`src/rtl/ea_pkg.sv`:
```
package ea_pkg;

    localparam int EA_LOW_W  = 16;
    localparam int EA_BANK_W = 8;
    localparam int EA_OFF_W  = 8;
    localparam int EA_MODE_W = 4;
    localparam int EA_ADDR_W = EA_BANK_W + EA_LOW_W;

    typedef logic [EA_LOW_W-1:0]  ea_low_t;
    typedef logic [EA_BANK_W-1:0] ea_bank_t;
    typedef logic [EA_ADDR_W-1:0] ea_addr_t;
    typedef logic [EA_OFF_W-1:0]  ea_off_t;

    typedef enum logic [EA_MODE_W-1:0] {
        M_DIRECT = 4'd0,
        M_STACK  = 4'd1,
        M_ABS    = 4'd2,
        M_ABS_IX = 4'd3,
        M_LONG   = 4'd4,
        M_FETCH  = 4'd5,
        M_PCREL  = 4'd6,
        M_VECTOR = 4'd7
    } ea_mode_e;

    typedef struct packed {
        ea_addr_t addr;
        logic     carry;
        logic     bad;
    } ea_res_t;

    localparam ea_bank_t BANK_ZERO = '0;

    function automatic ea_addr_t join_bank(ea_bank_t b, ea_low_t l);
        return {b, l};
    endfunction

    function automatic ea_low_t widen_off(ea_off_t o);
        return {{(EA_LOW_W-EA_OFF_W){1'b0}}, o};
    endfunction

endpackage

```
`src/rtl/ea_index_add.sv`:
```
module ea_index_add #(
    parameter int W = 16
) (
    input  logic [W-1:0] a,
    input  logic [W-1:0] b,
    output logic [W-1:0] sum,
    output logic         cout
);
    assign {cout, sum} = {1'b0, a} + {1'b0, b};
endmodule

```
`src/rtl/ea_mode_mux.sv`:
```
module ea_mode_mux
    import ea_pkg::*;
(
    input  logic [EA_MODE_W-1:0] mode,
    input  ea_low_t              operand16,
    input  ea_off_t              offset8,
    input  ea_addr_t             long_operand,
    input  ea_low_t              index,
    input  ea_low_t              dp_base,
    input  ea_low_t              stack_ptr,
    input  ea_bank_t             data_bank,
    input  ea_bank_t             prog_bank,
    input  ea_low_t              prog_ctr,
    output ea_res_t              res
);
    ea_low_t  base_sel;
    ea_low_t  base_sum;
    ea_low_t  rel_sum;
    ea_low_t  ix_sum;
    logic     ix_cout;
    ea_bank_t ix_bank;

    // Direct page and stack share one wrapping adder; the base is picked by mode.
    assign base_sel = (mode == M_STACK) ? stack_ptr : dp_base;
    assign base_sum = base_sel + widen_off(offset8);
    assign rel_sum  = prog_ctr + operand16;

    ea_index_add #(.W(EA_LOW_W)) u_ix_add (
        .a   (operand16),
        .b   (index),
        .sum (ix_sum),
        .cout(ix_cout)
    );

    assign ix_bank = data_bank + {{(EA_BANK_W-1){1'b0}}, ix_cout};

    always_comb begin
        res = '0;
        case (mode)
            M_DIRECT, M_STACK: res.addr = join_bank(BANK_ZERO, base_sum);
            M_ABS:             res.addr = join_bank(data_bank, operand16);
            M_ABS_IX: begin
                res.addr  = join_bank(ix_bank, ix_sum);
                res.carry = ix_cout;
            end
            M_LONG:            res.addr = long_operand;
            M_FETCH:           res.addr = join_bank(prog_bank, prog_ctr);
            M_PCREL:           res.addr = join_bank(prog_bank, rel_sum);
            M_VECTOR:          res.addr = join_bank(BANK_ZERO, operand16);
            default:           res.bad  = 1'b1;
        endcase
    end
endmodule

```
`src/rtl/ea_addr_gen.sv`:
```
module ea_addr_gen
    import ea_pkg::*;
(
    input  logic        clk,
    input  logic        rst,
    input  logic        in_valid,
    input  logic [3:0]  mode,
    input  logic [15:0] operand16,
    input  logic [7:0]  offset8,
    input  logic [23:0] long_operand,
    input  logic [15:0] index,
    input  logic [15:0] dp_base,
    input  logic [15:0] stack_ptr,
    input  logic [7:0]  data_bank,
    input  logic [7:0]  prog_bank,
    input  logic [15:0] prog_ctr,
    output logic        out_valid,
    output logic [23:0] addr,
    output logic        bank_carry,
    output logic        bad_mode
);
    ea_res_t res_d;
    ea_res_t res_q;
    logic    valid_q;

    ea_mode_mux u_mux (
        .mode        (mode),
        .operand16   (operand16),
        .offset8     (offset8),
        .long_operand(long_operand),
        .index       (index),
        .dp_base     (dp_base),
        .stack_ptr   (stack_ptr),
        .data_bank   (data_bank),
        .prog_bank   (prog_bank),
        .prog_ctr    (prog_ctr),
        .res         (res_d)
    );

    always_ff @(posedge clk) begin
        if (rst) begin
            valid_q <= 1'b0;
            res_q   <= '0;
        end else begin
            valid_q <= in_valid;
            if (in_valid) res_q <= res_d;
            else          res_q <= '{addr: res_q.addr, carry: 1'b0, bad: 1'b0};
        end
    end

    assign out_valid  = valid_q;
    assign addr       = res_q.addr;
    assign bank_carry = res_q.carry;
    assign bad_mode   = res_q.bad;

    AST_DP_BANK0: assert property (@(posedge clk) disable iff (rst)
        out_valid && ($past(mode) == M_DIRECT) |-> addr[23:16] == 8'h00);
    AST_STACK_BANK0: assert property (@(posedge clk) disable iff (rst)
        out_valid && ($past(mode) == M_STACK) |-> addr[23:16] == 8'h00);
    AST_FETCH_ADDR: assert property (@(posedge clk) disable iff (rst)
        out_valid && ($past(mode) == M_FETCH) |-> addr == {$past(prog_bank), $past(prog_ctr)});
    AST_PCREL_BANK: assert property (@(posedge clk) disable iff (rst)
        out_valid && ($past(mode) == M_PCREL) |-> addr[23:16] == $past(prog_bank));
    AST_CARRY_IX_ONLY: assert property (@(posedge clk) disable iff (rst)
        out_valid && bank_carry |-> $past(mode) == M_ABS_IX);
    AST_BAD_ZERO: assert property (@(posedge clk) disable iff (rst)
        bad_mode |-> addr == 24'h000000 && !bank_carry);
    AST_IDLE_QUIET: assert property (@(posedge clk) disable iff (rst)
        !out_valid |-> !bank_carry && !bad_mode);
endmodule

```
`config.mk`:
```
export PLATFORM = sky130hd
export DESIGN_NAME = ea_addr_gen
export DESIGN_NICKNAME = d
export VERILOG_FILES = /design/src/rtl/ea_pkg.sv /design/src/rtl/ea_index_add.sv /design/src/rtl/ea_mode_mux.sv /design/src/rtl/ea_addr_gen.sv
export SDC_FILE = /design/constraint.sdc
export NUM_CORES = 1
export LEC_CHECK = 0
export BUFFER_PORTS_ARGS = -buffer_cell sky130_fd_sc_hd__buf_2
export CAP_MARGIN = 20
export CORE_MARGIN = 2
export CORE_UTILIZATION = 30
export CTS_CLUSTER_DIAMETER = 120
export DETAILED_ROUTE_END_ITERATION = 10
export HOLD_SLACK_MARGIN = 0.08
export PLACE_DENSITY = 0.51
export SLEW_MARGIN = 25
export SYNTH_ARGS = -nofsm -noshare
export SYNTH_HDL_FRONTEND = slang
export SYNTH_HIERARCHICAL = 1
export SYNTH_SLANG_ARGS = --single-unit
```
`constraint.sdc`:
```
create_clock -name clk -period 8.44 [get_ports clk]
set_clock_uncertainty 0.1 [all_clocks]
set_input_delay 0.844 -clock clk [delete_from_list [all_inputs] [get_ports clk]]
set_output_delay 0.844 -clock clk [all_outputs]
set_load 0.03 [all_outputs]
```
==> run_results.csv, run 1 <==
group,metric,value,unit
place,dp_cells,876,
detailed_routing,drt-vias-per-instance,5.53,
sta,timing.final.crit_share,53.7,%
synthesis,ys_types,68,
critical_path,cpPeakStageDelay,0.80,ns
critical_path,r2r-end,"addr[7]$_SDFFE_PP0P_",
critical_path,worst-setup-path-type,"in -> reg",
sta,post-route-min-period,4.54,ns
worst_hold_path,worstHoldPathType,"reg -> reg",
detailed_routing,drc,0,
layout,insertedDiodeCount,0,
sta,drv_slew,0,
floorplan,io_pins,162,
synthesis,ys_ff_latch,27,
critical_path,r2r-start,"addr[7]$_SDFFE_PP0P_",
critical_path,crit_buf_inv,2,
detailed_routing,drt-initial-drc-count,341,
run_status,status,"finished, final reports clean",
power,power_density,103,nW/um^2
synthesis,synth_edf_count,0,
global_route,grt_overflow,0,
detailed_routing,drt-total-wl,15100,um
power,p_leak,2.51,nW
cts,clk_path_buf_depth,2,
cts,clkSlewWorstSetupHoldPaths,0.07,ns
global_route,antenna_found_initial,0,
synthesis,yosysWarningCount,6,
layout,num-fill-cells,1559,
power,total_power,0.554,mW
synthesis,synth_ff_type,"dfxtp_1",
sta,setup_viol,0,
sta,rsz0062_at_grt,"false",
layout,area_growth,21.1,%
detailed_routing,antenna_left,0,
sta,hold_violations,0,
cts,cts_num_sinks,27,
layout,final_nets,878,
global_route,grt_usage,18.6,%
floorplan,fp.dieH,126,um
critical_path,crit_fanout,24,
cts,cts_resized,0,
power,ir_drop,0.0617,mV
floorplan,initial_core_util,30.6,%
critical_path,crit_cells,14,
critical_path,rrSetupSlack,7.70,ns
synthesis,yosysSeqAreaShare,12.2,%
synthesis,async_flop_share,0,%
synthesis,syn_area,4430,sq um
place,gp_congestion,0.867,
global_route,grt_max_degree,26,
place,dp_hpwl,12600,um
detailed_routing,firstDrtPassIters,5,
cts,cts_setup_buffers,0,
layout,instances_no_fill,880,
layout,seq_area,541,sq um
floorplan,rows,44,
critical_path,critPathArrivalTime,4.59,ns
floorplan,die-area,15800,sq um
sta,max-slew-margin-rel,45.8,%
sta,holdWs,0.395,ns
worst_hold_path,whs_endpoint,"addr[10]$_SDFFE_PP0P_",
worst_hold_path,hold_depth,2,
detailed_routing,routedWlPerCell,17.1,um
layout,drive_gt1_share,28.2,%
floorplan,fp.dieW,126,um
critical_path,start_kind,"input pin",
synthesis,synthCells,566,
synthesis,syn_avg_cell_area,7.83,sq um
cts,hold_buffers,0,
detailed_routing,num_vias,4870,
floorplan,coreArea,14500,sq um
layout,multi_input_area,3630,sq um
cts,cts_htree_levels,1,
critical_path,crit_chain,"buf_2, or4b_1, mux2_2, ha_1, inv_1, fa_1, nand2b_1, a21oi_1, o21ai_0, a21oi_2, xnor2_1, a221o_1, mux2i_1, nor2_1",
global_route,grt_pass1_vias,4800,
critical_path,slowest_stage,"or4b_1",
place,portBuffers,161,
critical_path,worstPathRequired,8.49,ns
critical_path,r2r_cells,2,
synthesis,synth_fp_nets,747,
global_route,grt_first_pass_wirelength,24200,um
critical_path,endpoint_kind,"flip-flop",
sta,fmax,220,MHz
critical_path,critPathTopFamily,"compound AO/OA/AOI/OAI gates",
cts,cts_tree,"done",
sta,tightest_slew,0.809,ns
worst_hold_path,min_from,"addr[10]$_SDFFE_PP0P_",
cts,numCtsBuffers,3,
cts,worstSkewPairLatency,0.27,ns
layout,final_util,37.1,%
run,drv_cap,0,
cts,clockRootBuffer,"clkbuf_16",
sta,setup-tns-final,0,ns
-- worst reg2reg max path: cells and delay by family, from the launching register on --
family	cells	cell delay, ns
AND/OR/NAND/NOR	1	0.06
multiplexers	1	0.12
flip-flops	1	0.33
-- metrics by stage --
step	worst slack, ns	cell area [sq um]
floorplan	4.46	4430
global placement	3.71	5280
detailed placement	3.58	5290
CTS	3.86	5370
global route	3.58	5370
finish	3.90	5370
-- cells in the final DEF, fill, tap and decap left out, types with 4 or more instances in the layout --
cell	instances
and3_1	8
nor3b_1	4
dfxtp_1	27
nand4_1	10
a221o_1	7
a211oi_1	6
a22oi_1	17
a221oi_1	4
o211ai_1	13
a222oi_1	10
nor2b_1	8
xor2_1	20
nor2_1	56
buf_2	161
mux2i_1	41
a21oi_1	25
nand2b_1	7
a21o_1	11
o2bb2ai_1	4
o21ai_0	21
nor3_1	9
mux2_2	11
nand2_1	36
a31oi_1	4
inv_1	16
and2_1	7
nand3_1	22
nor4_1	4
xnor2_1	20
ha_1	43
-- routing by layer --
layer | wire (um) | global-route usage, % | up-vias
met2 | 7010 | 32.8 | 192
met5 | 0 | 0 | -
li1 | - | - | 2415
met3 | 1070 | 3.64 | 14
met4 | 142 | 2.88 | 0
met1 | 6840 | 23.9 | 2249
-- synthesized netlist by cell type (all sizes together), types with 13 or more instances --
cell / count / share of area, %
o21ai: 22 / 2.6
clkbuf: 17 / 1.4
ha: 43 / 12
nand3: 23 / 2.7
xnor2: 20 / 4.0
a22oi: 17 / 2.9
xor2: 20 / 4.0
mux2i: 41 / 9.3
dfxtp: 27 / 12
nand2: 36 / 3.0
buf: 21 / 3.4
inv: 16 / 1.4
a21oi: 28 / 3.4
nor2: 56 / 4.7
o211ai: 13 / 2.2
-- flip-flops by register name, indices dropped and copies added (netlist names) --
signal      flops
addr           24
out_valid       1
bank_carry      1
bad_mode        1
-- cell type report --
cell class | instances | area share (%)
multi-input combinational | 485 | 67.6
timing repair buffer | 164 | 15.4
sequential | 27 | 10.1
tap | 184 | 4.29
clock buffer | 3 | 1.40
inverter | 16 | 1.12
clock inverter | 1 | 0.140
-- report_power, final --
part / internal (mW) / switching (mW)
Clock: 0.0647 / 0.0508
Sequential: 0.134 / 0.00338
Combinational: 0.128 / 0.173
-- worst max path at each step --
stage / startpoint / endpoint / slack [ns]
floorplan: mode[2] / addr[10]$_SDFFE_PP0P_ / 4.46
global route: mode[0] / addr[14]$_SDFFE_PP0P_ / 3.58
global placement: mode[0] / addr[14]$_SDFFE_PP0P_ / 3.71
finish: mode[0] / addr[10]$_SDFFE_PP0P_ / 3.90
detailed placement: mode[0] / addr[10]$_SDFFE_PP0P_ / 3.58
CTS: mode[0] / addr[10]$_SDFFE_PP0P_ / 3.86
-- cell families (layout without fill, tap and decap cells) --
logic type | Yosys count | after routing | share of synthesized area (%)
and+or+nand+nor | 185 | 185 | 20.9
AOI/OAI and AO/OA | 162 | 162 | 27.2
xor gates and xnor gates | 40 | 40 | 7.90
adders and majority gates | 46 | 46 | 13.5
DFF | 27 | 27 | 12.2
muxes | 52 | 52 | 12.0
buffers and inverters | 54 | 184 | 6.21
No activity file was read; power rests on OpenSTA's default activity.
==> inputs of run 2 (changes only) <==
Settings changed: PLACE_DENSITY 0.51 to 0.53.
Clock period 8.44 ns to 3.9 ns, I/O delays scaled along.
==> run 2 against run 1 <==
  * Routed wire length rose by 0.70%
  * Clock power rose by 110%
  * Total power rose by 120%
  * Core utilization rose by 0.48 points
  * Die area did not move
  * Sequential share of layout area fell by 0.13 points
  * Via count rose by 0.49%
  * Largest cell class unchanged
  * Highest routed layer unchanged
==> run_results.csv, run 2 (synthesized netlist as in run 1, its figures left out) <==
group,metric,value,unit
sta,setup-tns-final,0,ns
sta,setup_viol,0,
sta,tightest_slew,0.761,ns
place,dp_hpwl,12700,um
detailed_routing,drt-vias-per-instance,5.50,
layout,final_cell_mix,"161 x buf_2, 56 x nor2_1, 43 x ha_1",
layout,drive_gt1_share,29.0,%
detailed_routing,num_vias,4894,
layout,area_growth,22.7,%
cts,hold_buffers,0,
sta,hold_violations,0,
power,p_leak,2.56,nW
critical_path,start_kind,"input pin",
power,total_power,1.20,mW
detailed_routing,drc,0,
layout,insertedDiodeCount,0,
sta,timing.final.crit_share,90.9,%
floorplan,fp.dieW,126,um
detailed_routing,drt-total-wl,15200,um
floorplan,rows,44,
sta,max-slew-margin-rel,49.1,%
cts,clk_path_buf_depth,2,
place,place_ws,0.0644,ns
power,power_density,221,nW/um^2
cts,clkSlewWorstSetupHoldPaths,0.07,ns
floorplan,fp.dieH,126,um
cts,clockRootBuffer,"clkbuf_16",
detailed_routing,antenna_left,0,
cts,cts_setup_buffers,0,
global_route,antenna_found_initial,0,
global_route,grt_pass1_vias,4815,
detailed_routing,firstDrtPassIters,5,
power,ir_drop,0.135,mV
sta,drv_slew,0,
place,portBuffers,161,
sta,post-route-min-period,3.55,ns
floorplan,coreArea,14500,sq um
global_route,grt_max_degree,26,
cts,numCtsBuffers,3,
floorplan,io_pins,162,
detailed_routing,routedWlPerCell,17.0,um
cts,cts_htree_levels,1,
cts,worstSkewPairLatency,0.27,ns
sta,fmax,282,MHz
cts,cts_resized,0,
critical_path,worstPathRequired,3.95,ns
run,drv_cap,0,
layout,largest_register_ffs,24,
layout,layout_commonest_cell,"buf_2",
layout,final_nets,888,
worst_hold_path,worstHoldPathType,"reg -> reg",
layout,num-fill-cells,1549,
cts,cts_tree,"done",
floorplan,initial_core_util,30.6,%
detailed_routing,drt-initial-drc-count,267,
run_status,status,"finished, final reports clean",
critical_path,endpoint_kind,"flip-flop",
place,gp_congestion,0.885,
critical_path,crit_fanout,12,
cts,cts_num_sinks,27,
critical_path,critPathArrivalTime,3.59,ns
global_route,grt_first_pass_wirelength,24400,um
sta,fin_ws,0.354,ns
global_route,grt_usage,18.7,%
sta,rsz0062_at_grt,"false",
floorplan,die-area,15800,sq um
global_route,grt_overflow,0,
critical_path,worst-setup-path-type,"in -> reg",
==> run 2: changes by cell type in the layout (fill, tap and decap cells not counted), sizes merged <==
cell / delta
buf: +10
==> run 2: path summary, 6_finish.rpt <==
| path | startpoint | to | slack, ns | cells after the start |
|---|---|---|---|---|
| worst min-delay path | addr[19]$_SDFFE_PP0P_ | addr[19]$_SDFFE_PP0P_ | 0.39 | 2 |
| worst min register to register | addr[19]$_SDFFE_PP0P_ | addr[19]$_SDFFE_PP0P_ | 0.39 | 2 |
| worst max-delay path | mode[2] | addr[10]$_SDFFE_PP0P_ | 0.35 | 13 |
| worst max register to register | addr[6]$_SDFFE_PP0P_ | addr[6]$_SDFFE_PP0P_ | 3.16 | 2 |
==> run 2: worst max-delay path, cell delays in order <==
cell and delay, ns:
buf_2 0.11, or4b_1 0.69, buf_4 0.27, mux2_2 0.28, ha_1 0.29, o21ai_0 0.18, a21oi_1 0.08, o21ai_0 0.53
a21oi_2 0.07, xnor2_1 0.16, a221o_1 0.35, mux2i_1 0.14, nor2_1 0.05
==> run 2: where the power goes <==
part,leakage (nW),switching [mW],internal [mW]
sequential,0.220,0.00779,0.290
clock,0.0371,0.105,0.140
combinational,2.30,0.376,0.284
total,2.56,0.489,0.714
==> run 2: through the flow <==
step	utilization (%)	hold WS [ns]	std cells	instance area (sq um)
after CTS	37.6	0.393	890	5440
after floorplan	-	0.534	566	4430
after global routing	37.6	0.405	890	5440
final	37.6	0.386	890	5440
after detailed placement	37.0	0.377	886	5360
after global placement	37.0	0.369	886	5360
==> run 2: area by class of cell <==
class | count | area (sq um) | share of cell area (%)
clock buffers | 3 | 75.1 | 1.38
repair buffers | 174 | 903 | 16.6
inverters | 16 | 60.1 | 1.10
flip-flops and latches | 27 | 541 | 9.94
well taps | 184 | 230 | 4.23
clock inverters | 1 | 7.51 | 0.138
multi-input cells | 485 | 3620 | 66.6
==> run 2: metal layers <==
| metal | vias up | wire length [um] | global-route usage [%] |
|---|---|---|---|
| met5 | - | 0 | 0 |
| met4 | 0 | 44 | 1.37 |
| met3 | 5 | 1050 | 3.34 |
| met2 | 166 | 7180 | 33.1 |
| met1 | 2285 | 6900 | 24.6 |
| li1 | 2438 | - | - |
